==> config.mk <==
export PLATFORM = sky130hd
export DESIGN_NAME = crc_engine
export DESIGN_NICKNAME = d
export VERILOG_FILES = /design/src/rtl/crc_pkg.sv /design/src/rtl/crc_ctrl.sv /design/src/rtl/crc_src_sel.sv /design/src/rtl/crc_fold.sv /design/src/rtl/crc_engine.sv
export SDC_FILE = /design/constraint.sdc
export NUM_CORES = 1
export LEC_CHECK = 0
export BUFFER_PORTS_ARGS = -buffer_cell sky130_fd_sc_hd__buf_2
export CORE_MARGIN = 3
export CORE_UTILIZATION = 30
export CTS_CLUSTER_SIZE = 14
export DETAILED_ROUTE_END_ITERATION = 10
export GPL_ROUTABILITY_DRIVEN = 0
export PLACE_DENSITY = 0.54
export SYNTH_ARGS = -nofsm -noshare
export SYNTH_HDL_FRONTEND = slang
export SYNTH_SLANG_ARGS = --single-unit
==> constraint.sdc <==
create_clock -name clk -period 8.5 [get_ports clk]
set_input_delay 1.275 -clock clk [delete_from_list [all_inputs] [get_ports clk]]
set_output_delay 1.275 -clock clk [all_outputs]
set_load 0.01 [all_outputs]
==> src/rtl/crc_pkg.sv <==
package crc_pkg;
  localparam int unsigned WORD_W   = 32;
  localparam int unsigned SRC_W    = 6;
  localparam logic [15:0] P16      = 16'h1021;
  localparam logic [31:0] P32_REFL = 32'hEDB88320;
  localparam logic [SRC_W-1:0] SRC_NONE = 6'h00;
  localparam logic [SRC_W-1:0] SRC_IO   = 6'h01;
  localparam logic [SRC_W-1:0] SRC_CH0  = 6'h20;

  typedef enum logic [1:0] {POLY_16 = 2'd0, POLY_32 = 2'd1} poly_e;
  typedef enum logic [1:0] {BEAT_1B = 2'd0, BEAT_2B = 2'd1, BEAT_4B = 2'd2} beat_e;

  // One byte through the forward 16-bit register (MSB first).
  function automatic logic [31:0] step16(input logic [31:0] c, input logic [7:0] d);
    logic [15:0] r;
    r = c[15:0] ^ {d, 8'h00};
    for (int k = 0; k < 8; k++) r = r[15] ? ((r << 1) ^ P16) : (r << 1);
    return {16'h0000, r};
  endfunction

  // One byte through the reflected 32-bit register (LSB first).
  function automatic logic [31:0] step32(input logic [31:0] c, input logic [7:0] d);
    logic [31:0] r;
    r = c ^ {24'h000000, d};
    for (int k = 0; k < 8; k++) r = r[0] ? ((r >> 1) ^ P32_REFL) : (r >> 1);
    return r;
  endfunction
endpackage

==> src/rtl/crc_ctrl.sv <==
module crc_ctrl
  import crc_pkg::*;
#(
  parameter int unsigned NCH = 12
) (
  input  logic             clk,
  input  logic             rst_n,
  input  logic             enable,
  input  logic             wr,
  input  logic [SRC_W-1:0] src_in,
  input  logic [1:0]       poly_in,
  input  logic [1:0]       beat_in,
  input  logic             finish,
  output logic             busy,
  output logic             start,
  output logic [SRC_W-1:0] src_q,
  output logic [1:0]       poly_q,
  output logic [1:0]       beat_q
);
  localparam logic [SRC_W:0] CH_END = (SRC_W+1)'(32 + NCH);

  logic src_ok, poly_ok, beat_ok, cfg_ok;

  always_comb begin
    src_ok  = (src_in == SRC_IO) ||
              (src_in >= SRC_CH0 && {1'b0, src_in} < CH_END);
    poly_ok = (poly_in == POLY_16) || (poly_in == POLY_32);
    beat_ok = (beat_in != 2'd3);
    cfg_ok  = src_ok && poly_ok && beat_ok;
    start   = wr && enable && !busy && cfg_ok;
  end

  always_ff @(posedge clk or negedge rst_n) begin
    if (!rst_n) begin
      busy   <= 1'b0;
      src_q  <= SRC_NONE;
      poly_q <= 2'd0;
      beat_q <= 2'd0;
    end else if (!enable) begin
      busy <= 1'b0;
    end else if (busy) begin
      if (finish) busy <= 1'b0;
    end else if (wr) begin
      src_q  <= src_in;
      poly_q <= poly_in;
      beat_q <= beat_in;
      busy   <= cfg_ok;
    end
  end

  // configuration frozen across consecutive busy cycles
  a_r4_cfg_frozen: assert property (@(posedge clk) disable iff (!rst_n)
    (busy && $past(busy)) |-> ($stable(src_q) && $stable(poly_q) && $stable(beat_q)));

  // reserved codes never start a run
  a_r3_reserved_idle: assert property (@(posedge clk) disable iff (!rst_n)
    (wr && !busy && (src_in == SRC_NONE || poly_in[1] || beat_in == 2'd3)) |=> !busy);
endmodule

==> src/rtl/crc_src_sel.sv <==
module crc_src_sel
  import crc_pkg::*;
#(
  parameter int unsigned NCH = 12
) (
  input  logic                  clk,
  input  logic                  rst_n,
  input  logic                  active,
  input  logic [SRC_W-1:0]      src_q,
  input  logic                  io_valid,
  input  logic [WORD_W-1:0]     io_data,
  input  logic                  io_done,
  input  logic [NCH-1:0]        dma_valid,
  input  logic [NCH*WORD_W-1:0] dma_data,
  input  logic [NCH-1:0]        dma_end,
  output logic                  io_ready,
  output logic [NCH-1:0]        dma_ready,
  output logic                  fire,
  output logic [WORD_W-1:0]     beat_data,
  output logic                  finish
);
  logic [NCH-1:0] ch_sel;

  for (genvar i = 0; i < NCH; i++) begin : g_ch
    localparam logic [SRC_W-1:0] CODE = SRC_W'(32 + i);
    assign ch_sel[i]    = active && (src_q == CODE);
    assign dma_ready[i] = ch_sel[i];
  end

  assign io_ready = active && (src_q == SRC_IO);

  always_comb begin
    fire      = io_ready && io_valid;
    finish    = io_ready && io_done;
    beat_data = io_data;
    for (int i = 0; i < NCH; i++) begin
      if (ch_sel[i]) begin
        fire      = dma_valid[i];
        finish    = dma_end[i];
        beat_data = dma_data[i*WORD_W +: WORD_W];
      end
    end
  end

  // at most one source is offered ready
  a_r5_ready_onehot: assert property (@(posedge clk) disable iff (!rst_n)
    $onehot0({io_ready, dma_ready}));

  // no ready while the engine is not running
  a_r5_idle_no_ready: assert property (@(posedge clk) disable iff (!rst_n)
    !active |-> (!io_ready && dma_ready == '0));
endmodule

==> src/rtl/crc_fold.sv <==
module crc_fold
  import crc_pkg::*;
(
  input  logic [WORD_W-1:0] crc_in,
  input  logic [WORD_W-1:0] data,
  input  logic [1:0]        poly,
  input  logic [1:0]        beat,
  output logic [WORD_W-1:0] crc_out
);
  localparam int unsigned NB = WORD_W / 8;

  logic [2:0]        nbytes;
  logic [WORD_W-1:0] stage [NB+1];

  always_comb begin
    unique case (beat)
      BEAT_2B: nbytes = 3'd2;
      BEAT_4B: nbytes = 3'd4;
      default: nbytes = 3'd1;
    endcase
  end

  assign stage[0] = crc_in;

  for (genvar b = 0; b < NB; b++) begin : g_byte
    logic [WORD_W-1:0] nxt;
    assign nxt = (poly == POLY_32) ? step32(stage[b], data[8*b +: 8])
                                   : step16(stage[b], data[8*b +: 8]);
    assign stage[b+1] = (3'(b) < nbytes) ? nxt : stage[b];
  end

  assign crc_out = stage[NB];
endmodule

==> src/rtl/crc_engine.sv <==
module crc_engine
  import crc_pkg::*;
#(
  parameter int unsigned NCH = 12
) (
  input  logic                  clk,
  input  logic                  rst_n,
  input  logic                  enable,
  input  logic                  cfg_wr,
  input  logic [5:0]            cfg_src,
  input  logic [1:0]            cfg_poly,
  input  logic [1:0]            cfg_beat,
  output logic [5:0]            cfg_src_rd,
  input  logic                  io_valid,
  output logic                  io_ready,
  input  logic [31:0]           io_data,
  input  logic                  io_done,
  input  logic [NCH-1:0]        dma_valid,
  output logic [NCH-1:0]        dma_ready,
  input  logic [NCH*32-1:0]     dma_data,
  input  logic [NCH-1:0]        dma_end,
  output logic                  busy,
  output logic [31:0]           result,
  output logic                  done
);
  logic              start, fire, finish, active;
  logic [SRC_W-1:0]  src_q;
  logic [1:0]        poly_q, beat_q;
  logic [WORD_W-1:0] beat_data, crc_q, fold_out, crc_next, final_val;

  assign active = busy && enable;

  crc_ctrl #(.NCH(NCH)) u_ctrl (
    .clk(clk), .rst_n(rst_n), .enable(enable), .wr(cfg_wr),
    .src_in(cfg_src), .poly_in(cfg_poly), .beat_in(cfg_beat),
    .finish(finish), .busy(busy), .start(start),
    .src_q(src_q), .poly_q(poly_q), .beat_q(beat_q)
  );

  crc_src_sel #(.NCH(NCH)) u_sel (
    .clk(clk), .rst_n(rst_n), .active(active), .src_q(src_q),
    .io_valid(io_valid), .io_data(io_data), .io_done(io_done),
    .dma_valid(dma_valid), .dma_data(dma_data), .dma_end(dma_end),
    .io_ready(io_ready), .dma_ready(dma_ready),
    .fire(fire), .beat_data(beat_data), .finish(finish)
  );

  crc_fold u_fold (
    .crc_in(crc_q), .data(beat_data), .poly(poly_q), .beat(beat_q),
    .crc_out(fold_out)
  );

  assign crc_next  = fire ? fold_out : crc_q;
  assign final_val = (poly_q == POLY_32) ? ~crc_next : {16'h0000, crc_next[15:0]};
  assign cfg_src_rd = src_q;

  always_ff @(posedge clk or negedge rst_n) begin
    if (!rst_n) begin
      crc_q  <= '0;
      result <= '0;
      done   <= 1'b0;
    end else begin
      done <= 1'b0;
      if (start) begin
        crc_q <= (cfg_poly == POLY_32) ? 32'hFFFF_FFFF : 32'h0000_FFFF;
      end else if (active) begin
        crc_q <= crc_next;
        if (finish) begin
          result <= final_val;
          done   <= 1'b1;
        end
      end
    end
  end

  // done never coincides with a run still in progress
  a_r9_done_idle: assert property (@(posedge clk) disable iff (!rst_n)
    done |-> !busy);

  // dropping enable ends any run without a completion
  a_r11_disable_abort: assert property (@(posedge clk) disable iff (!rst_n)
    !enable |=> (!busy && !done && $stable(result)));
endmodule

---- After elaboration in Yosys (flattened, before gate mapping) ----
Cells that the tools add are included.
word-level totals
  register bits ........................... 76
  bits in latches ......................... 0
  memory bits (writable) .................. 0
  bits in read-only memories .............. 0
  input bits .............................. 456
  output and inout port bits .............. 53
  logic and storage cells ................. 257
  memories ................................ 0
operators by class
  add/sub/neg operators ................... 0
  multipliers ............................. 0
  div/mod/pow operators ................... 0
  magnitude comparators ................... 6
  equality and inequality tests ........... 19
  shift-type cells ........................ 0
  muxes and demuxes ....................... 121
  bitwise logic cells ..................... 75
  reduce and logical (&&, ||, !) cells .... 29
operators by type and width
  cell                count
  $mux 32             57
  $not 13->14         32
  $mux 13             32
  $xor 32x8->32       4
  $not 3->3           32
  $eq 6x6->1 const B  12
  $xor 16x16->16      4
  $not 32->32         1
  $mux 1              31
  $logic_and 1x1->1   22
  $eq 6x1->1 const B  2
  $eq 2x1->1 const B  3
  $ge 6x6->1 const B  1
  $lt 1x3->1 const A  2
  $lt 2x3->1 const A  2
  $lt 6x6->1 const B  1
  $pmux 3 s2          1
  $reduce_and 3->1    2
  $eq 2x2->1 const B  1
  $logic_not 2->1     1
  $logic_or 1x1->1    2
  $ne 2x2->1 const B  1
  $not 1->1           2
  $reduce_bool 2->1   1
  $logic_not 1->1     1

---- Logic depth before layout (Yosys ltp) ----
  depth in word-level cells ............... 93
  depth in mapped cells ................... 30
  mapped depth without buffers ............ 23

---- Hierarchy ----
Synthesis repeated with hierarchy kept, for this count alone.
unflattened totals
  cells, all modules ...................... 1797
  area, all modules ....................... 15287.2 µm²
by module, submodules not included
  module       instances  cells each  area an instance (µm²)  seq. area each (µm²)
  crc_fold     1          797         7215.7                  0.0
  crc_src_sel  1          682         4395.5                  0.0
  crc_engine   1          288         3175.5                  1626.6
  crc_ctrl     1          30          500.5                   275.3

---- Worst setup path after synthesis ----
No wires, ideal clock.
  path type ............................... input port to flip-flop
  start ................................... input port enable
  end ..................................... register result[22]
  library setup time ...................... 123 ps
  arrival time ............................ 7723 ps
  data required time ...................... 8377 ps
  path slack .............................. 654 ps
  stages .................................. 25
  path buffers ............................ 3
  path through ............................ buf_2 nand3b_1 clkbuf_1 nor3_1 a2111o_1 a211oi_1 nor2_1 xnor2_1 xnor3_2 xnor2_1 mux2_2 buf_4 xnor2_1 xnor3_1 mux4_2 xnor3_2 xnor2_1 xnor2_1 a211oi_2 xnor2_2 xnor3_2 xor3_2 xor2_1 a21oi_2 o221a_1
on the way
  cells in the longest elaborated chain, start to end .. 73
  elaborated cells on any way between the ends .. 181
  classes of those cells .................. mux: 102; bitwise: 59; reduce/logical: 20
RTL lines
  item                    RTL line           RTL
  start: declaration      crc_engine.sv:8    input logic enable,
  $logic_and 1x1->1       crc_engine.sv:31   assign active = busy && enable;
  $logic_and 1x1->1       crc_src_sel.sv:26  assign ch_sel[i] = active && (src_q == CODE);
  $mux 32 (12 in series)  crc_src_sel.sv:37  if (ch_sel[i]) begin
  $xor 32x8->32           crc_pkg.sv:24      r = c ^ {24'h000000, d};
  $mux 32                 crc_pkg.sv:25      for (int k = 0; k < 8; k++) r = r[0] ? ((r >> 1) ^ P32_REFL) : (r >> 1);
  $not 13->14 (no line)   n/a
  $mux 32                 crc_pkg.sv:25
  $not 13->14 (no line)   n/a
  (+45 left out)          n/a
  $mux 32                 crc_pkg.sv:25
  $not 13->14 (no line)   n/a
  $mux 32 (2 in series)   crc_pkg.sv:25
  $mux 32                 crc_fold.sv:27     assign nxt = (poly == POLY_32) ? step32(stage[b], data[8*b +: 8])
  $mux 32                 crc_fold.sv:29     assign stage[b+1] = (3'(b) < nbytes) ? nxt : stage[b];
  $mux 32                 crc_engine.sv:53   assign crc_next = fire ? fold_out : crc_q;
  $not 32->32             crc_engine.sv:54   assign final_val = (poly_q == POLY_32) ? ~crc_next : {16'h0000, crc_next[15:0]};
  $mux 32                 crc_engine.sv:54
  end signal: assignment  crc_engine.sv:69   result <= final_val;
  end: declaration        crc_engine.sv:23   output logic [31:0] result,
Parallel ways exist; a longest one is shown, timed or not.
A chain may end at the register's enable or synchronous reset.

---- Worst setup path in the final report ----
  start ................................... input port enable
  end ..................................... register crc_q[5]
on the way
  cells in the longest elaborated chain, start to end .. 74
  elaborated cells on any way between the ends .. 179
  classes of those cells .................. mux: 99; bitwise: 61; reduce/logical: 19
RTL lines
  item                                              RTL line           RTL
  $logic_and 1x1->1                                 crc_engine.sv:31
  $logic_and 1x1->1                                 crc_src_sel.sv:26
  $mux 32 (12 in series)                            crc_src_sel.sv:37
  $xor 32x8->32                                     crc_pkg.sv:24
  $mux 32 or $not 13->14 (tied branches)            n/a
  $mux 32 (5 in series)                             crc_pkg.sv:25
  $not 13->14 (no line) or $mux 32 (tied branches)  n/a
  $mux 32                                           crc_pkg.sv:25
  (+41 left out)                                    n/a
  $mux 32 (3 in series)                             crc_pkg.sv:25
  $not 13->14 (no line)                             n/a
  $mux 32                                           crc_pkg.sv:25
  $mux 32                                           crc_fold.sv:27
  $mux 32                                           crc_fold.sv:29
  $mux 32                                           crc_engine.sv:53
  $mux 32                                           crc_engine.sv:66   end else if (active) begin
  $mux 32                                           crc_engine.sv:64   if (start) begin
  end signal: assignment                            crc_engine.sv:65   crc_q <= (cfg_poly == POLY_32) ? 32'hFFFF_FFFF : 32'h0000_FFFF;
  end signal: assignment                            crc_engine.sv:67   crc_q <= crc_next;
  end: declaration                                  crc_engine.sv:29   logic [WORD_W-1:0] beat_data, crc_q, fold_out, crc_next, final_val;
Parallel ways exist; a longest one is shown, timed or not. The select of a mux whose other input is x is not followed.

==> impl_metrics.json <==
{
  "outcome": "finished, final reports clean",
  "synth_cells": 1974,
  "die_w_um": 233,
  "cp_max_fo": 22,
  "grt_usage_pct": 31.6,
  "synth_flop_cell": "dfrtp_1",
  "irDropWorstVdd_mv": 0.524,
  "cts_setup_buffers": 0,
  "final_cell_mix": "507 x buf_2, 210 x xnor2_1, 186 x nor2_1",
  "finClkSkew_ns": 0.0140,
  "power_density_nw_per_um2": 668,
  "criticalPathCategory": "input port to register",
  "layout_commonest_cell": "buf_2",
  "routedWlPerCell_um": 28.3,
  "hold_viol_final": 0,
  "setup_tns_ns": 0,
  "drt-total-wl_um": 89100,
  "coreArea_sq_um": 50600,
  "setup_slack_ns": 0.305,
  "rsz0062_at_grt": "false",
  "fp.dieH_um": 233,
  "drc": 0,
  "clock_latency_ns": 0.37,
  "reg2reg_setup_slack_ns": 0.37,
  "fin_nets": 2922,
  "grt_max_degree": 57,
  "hpwlAfterDp_um": 74800,
  "routed_via_density": 6.04,
  "synth_area_leaders": "dfrtp_1 12%, xnor2_1 12%, xnor3_1 5.1%",
  "antenna_found_initial": 10,
  "ys_seq_elements": 76,
  "fin_cells": 3151,
  "final_layout_size_suffix_gt1_share_pct": 31.5,
  "synthDistinctLibCells": 108,
  "syn_area_sq_um": 15500,
  "synth.top_cell.area_share_pct": 12.3,
  "hold_slack_ns": 0.477,
  "fmax_mhz": 122,
  "total_power_mw": 13.0,
  "crit_end": "crc_q[5]",
  "syn-num-nets": 2432,
  "clockBufferDepth": 2,
  "rows": 82,
  "cts.sinks": 76,
  "cp.required_ns": 8.75,
  "cts_root_buffer": "clkbuf_16",
  "port_buffers": 508,
  "ys.warnings.count": 0,
  "drtAntennaViolNets": 0,
  "worst_ep_arrival_time_ns": 8.44,
  "max_cap_viol_count": 0,
  "fill_cells": 5290,
  "end_kind": "register",
  "dpl_worst_slack_ns": 0.0483,
  "r2r_start": "u_ctrl.src_q[0]",
  "drv_slew": 0,
  "reg2reg_depth": 22,
  "worst_pin_slew_ns": 1.15,
  "setup.worst_path.start_class": "input port",
  "cts_tree": "yes",
  "grt_pass1_vias": 18500,
  "cts_buffers": 9,
  "first_iter_violations": 2548,
  "min_path_type": "register to register",
  "synthArstFlopShare_pct": 100,
  "syn2layout_area_growth_pct": 26.0,
  "startpoint": "enable",
  "fin_crit_ns": 8.19,
  "grt_overflow": 0,
  "cts_hold_buf": 0,
  "die_area_sq_um": 54300,
  "num_vias": 19000,
  "drt-pass1-iter-count": 6,
  "placed_area_sq_um": 19100,
  "synth_top_area_cell": "dfrtp_1",
  "post-route-util_pct": 38.5,
  "ios": 509,
  "dp.cells": 3125,
  "clk_pin_slew_worst_paths_ns": 0.07,
  "r2r_end": "crc_q[5]",
  "min_period_over_period_pct": 96.4,
  "start_util_pct": 30.6,
  "grt_pass1_wl_um": 127000,
  "syn-mean-instance-area_sq_um": 7.83,
  "clock_tree.htree_level_count": 3,
  "synth-edff-count": 0,
  "finalInstanceArea_sq_um": 19500,
  "relSlewSlack_pct": 23.3,
  "yosysSeqAreaShare_pct": 12.3,
  "setup_viol": 0,
  "p_leak_nw": 8.60
}
==> area by class of cell <==
class | count | area, sq um | area share [%]
Multi-Input combinational cell | 1711 | 12800 | 65.6
Timing Repair Buffer | 638 | 3530 | 18.1
Sequential cell | 76 | 1910 | 9.80
Tap cell | 672 | 841 | 4.32
Clock buffer | 9 | 225 | 1.16
Inverter | 28 | 105 | 0.540
Clock inverter | 7 | 65.1 | 0.334
Antenna cell | 10 | 25.0 | 0.128
==> where the power goes <==
group          total (mW)  switching, mW  internal, mW
logic                11.9           6.34          5.58
registers           0.680          0.238         0.443
clock network       0.399          0.193         0.206
total                13.0           6.77          6.23
==> critical path: stages <==
cell      delay [ns]
buf_2           0.17
and2_1          0.31
buf_12          0.21
nand3_1         0.12
a22o_1          0.21
a22oi_1         0.48
o21a_1          0.38
o21ai_0         0.15
a31oi_1         0.67
xnor2_2         0.24
o21a_1          0.21
or3_1           0.37
o211a_1         0.27
xnor2_2         0.44
xor2_1          0.42
xor3_1          0.30
a221o_1         0.41
xor2_2          0.39
xnor2_2         0.18
xor3_2          0.52
xnor2_1         0.17
mux2_2          0.27
a221oi_1        0.26
==> registers in the layout, indices dropped and copies added (netlist names) <==
register and count:
crc_q 32, done 1, result 32, u_ctrl.beat_q 2, u_ctrl.busy 1, u_ctrl.poly_q 2, u_ctrl.src_q 6
==> cells in the mapped netlist, types with 37 or more instances <==
| library cell | instances |
|---|---|
| xnor2_1 | 212 |
| nor2_1 | 188 |
| nand2_1 | 163 |
| a21oi_1 | 138 |
| o21ai_0 | 109 |
| clkbuf_1 | 96 |
| xor2_1 | 84 |
| dfrtp_1 | 76 |
| mux2i_1 | 71 |
| nor3_1 | 62 |
| a211oi_1 | 59 |
| nand3_1 | 37 |
==> routing by layer <==
metal | part of all wire [%] | global-route usage (%) | vias up
met5 | 0 | 0 | -
met4 | 7.4 | 19.6 | 0
met3 | 9.5 | 5.89 | 245
met2 | 45 | 49.5 | 1294
met1 | 38 | 40.0 | 9185
li1 | - | - | 8316
==> worst min-delay path by stage <==
stage                                 from                to  slack [ns]  depth (start not counted)
after global placement          result[18]        result[18]        0.46                          2
final                            result[4]         result[4]        0.48                          2
after CTS                        result[2]         result[2]        0.48                          2
after global routing             result[4]         result[4]        0.51                          2
after floorplan           u_ctrl.poly_q[1]  u_ctrl.poly_q[1]        0.46                          2
after detailed placement         result[2]         result[2]        0.46                          2
==> cells by family after synthesis <==
kind of cell	after synthesis	share of synthesized area, %
compound gates	660	30.1
xor+xnor	364	26.2
fa+ha+maj	2	0.162
buf+inv	187	5.48
flops	76	12.3
mux	113	8.38
simple gates	572	17.4
==> timing repair <==
item                                    4_1_cts  5_1_grt
resized for setup                             0        2
endpoints found under the hold margin         0        0
endpoints found under the setup margin        0       20
No activity file was read; power rests on OpenSTA's default activity.
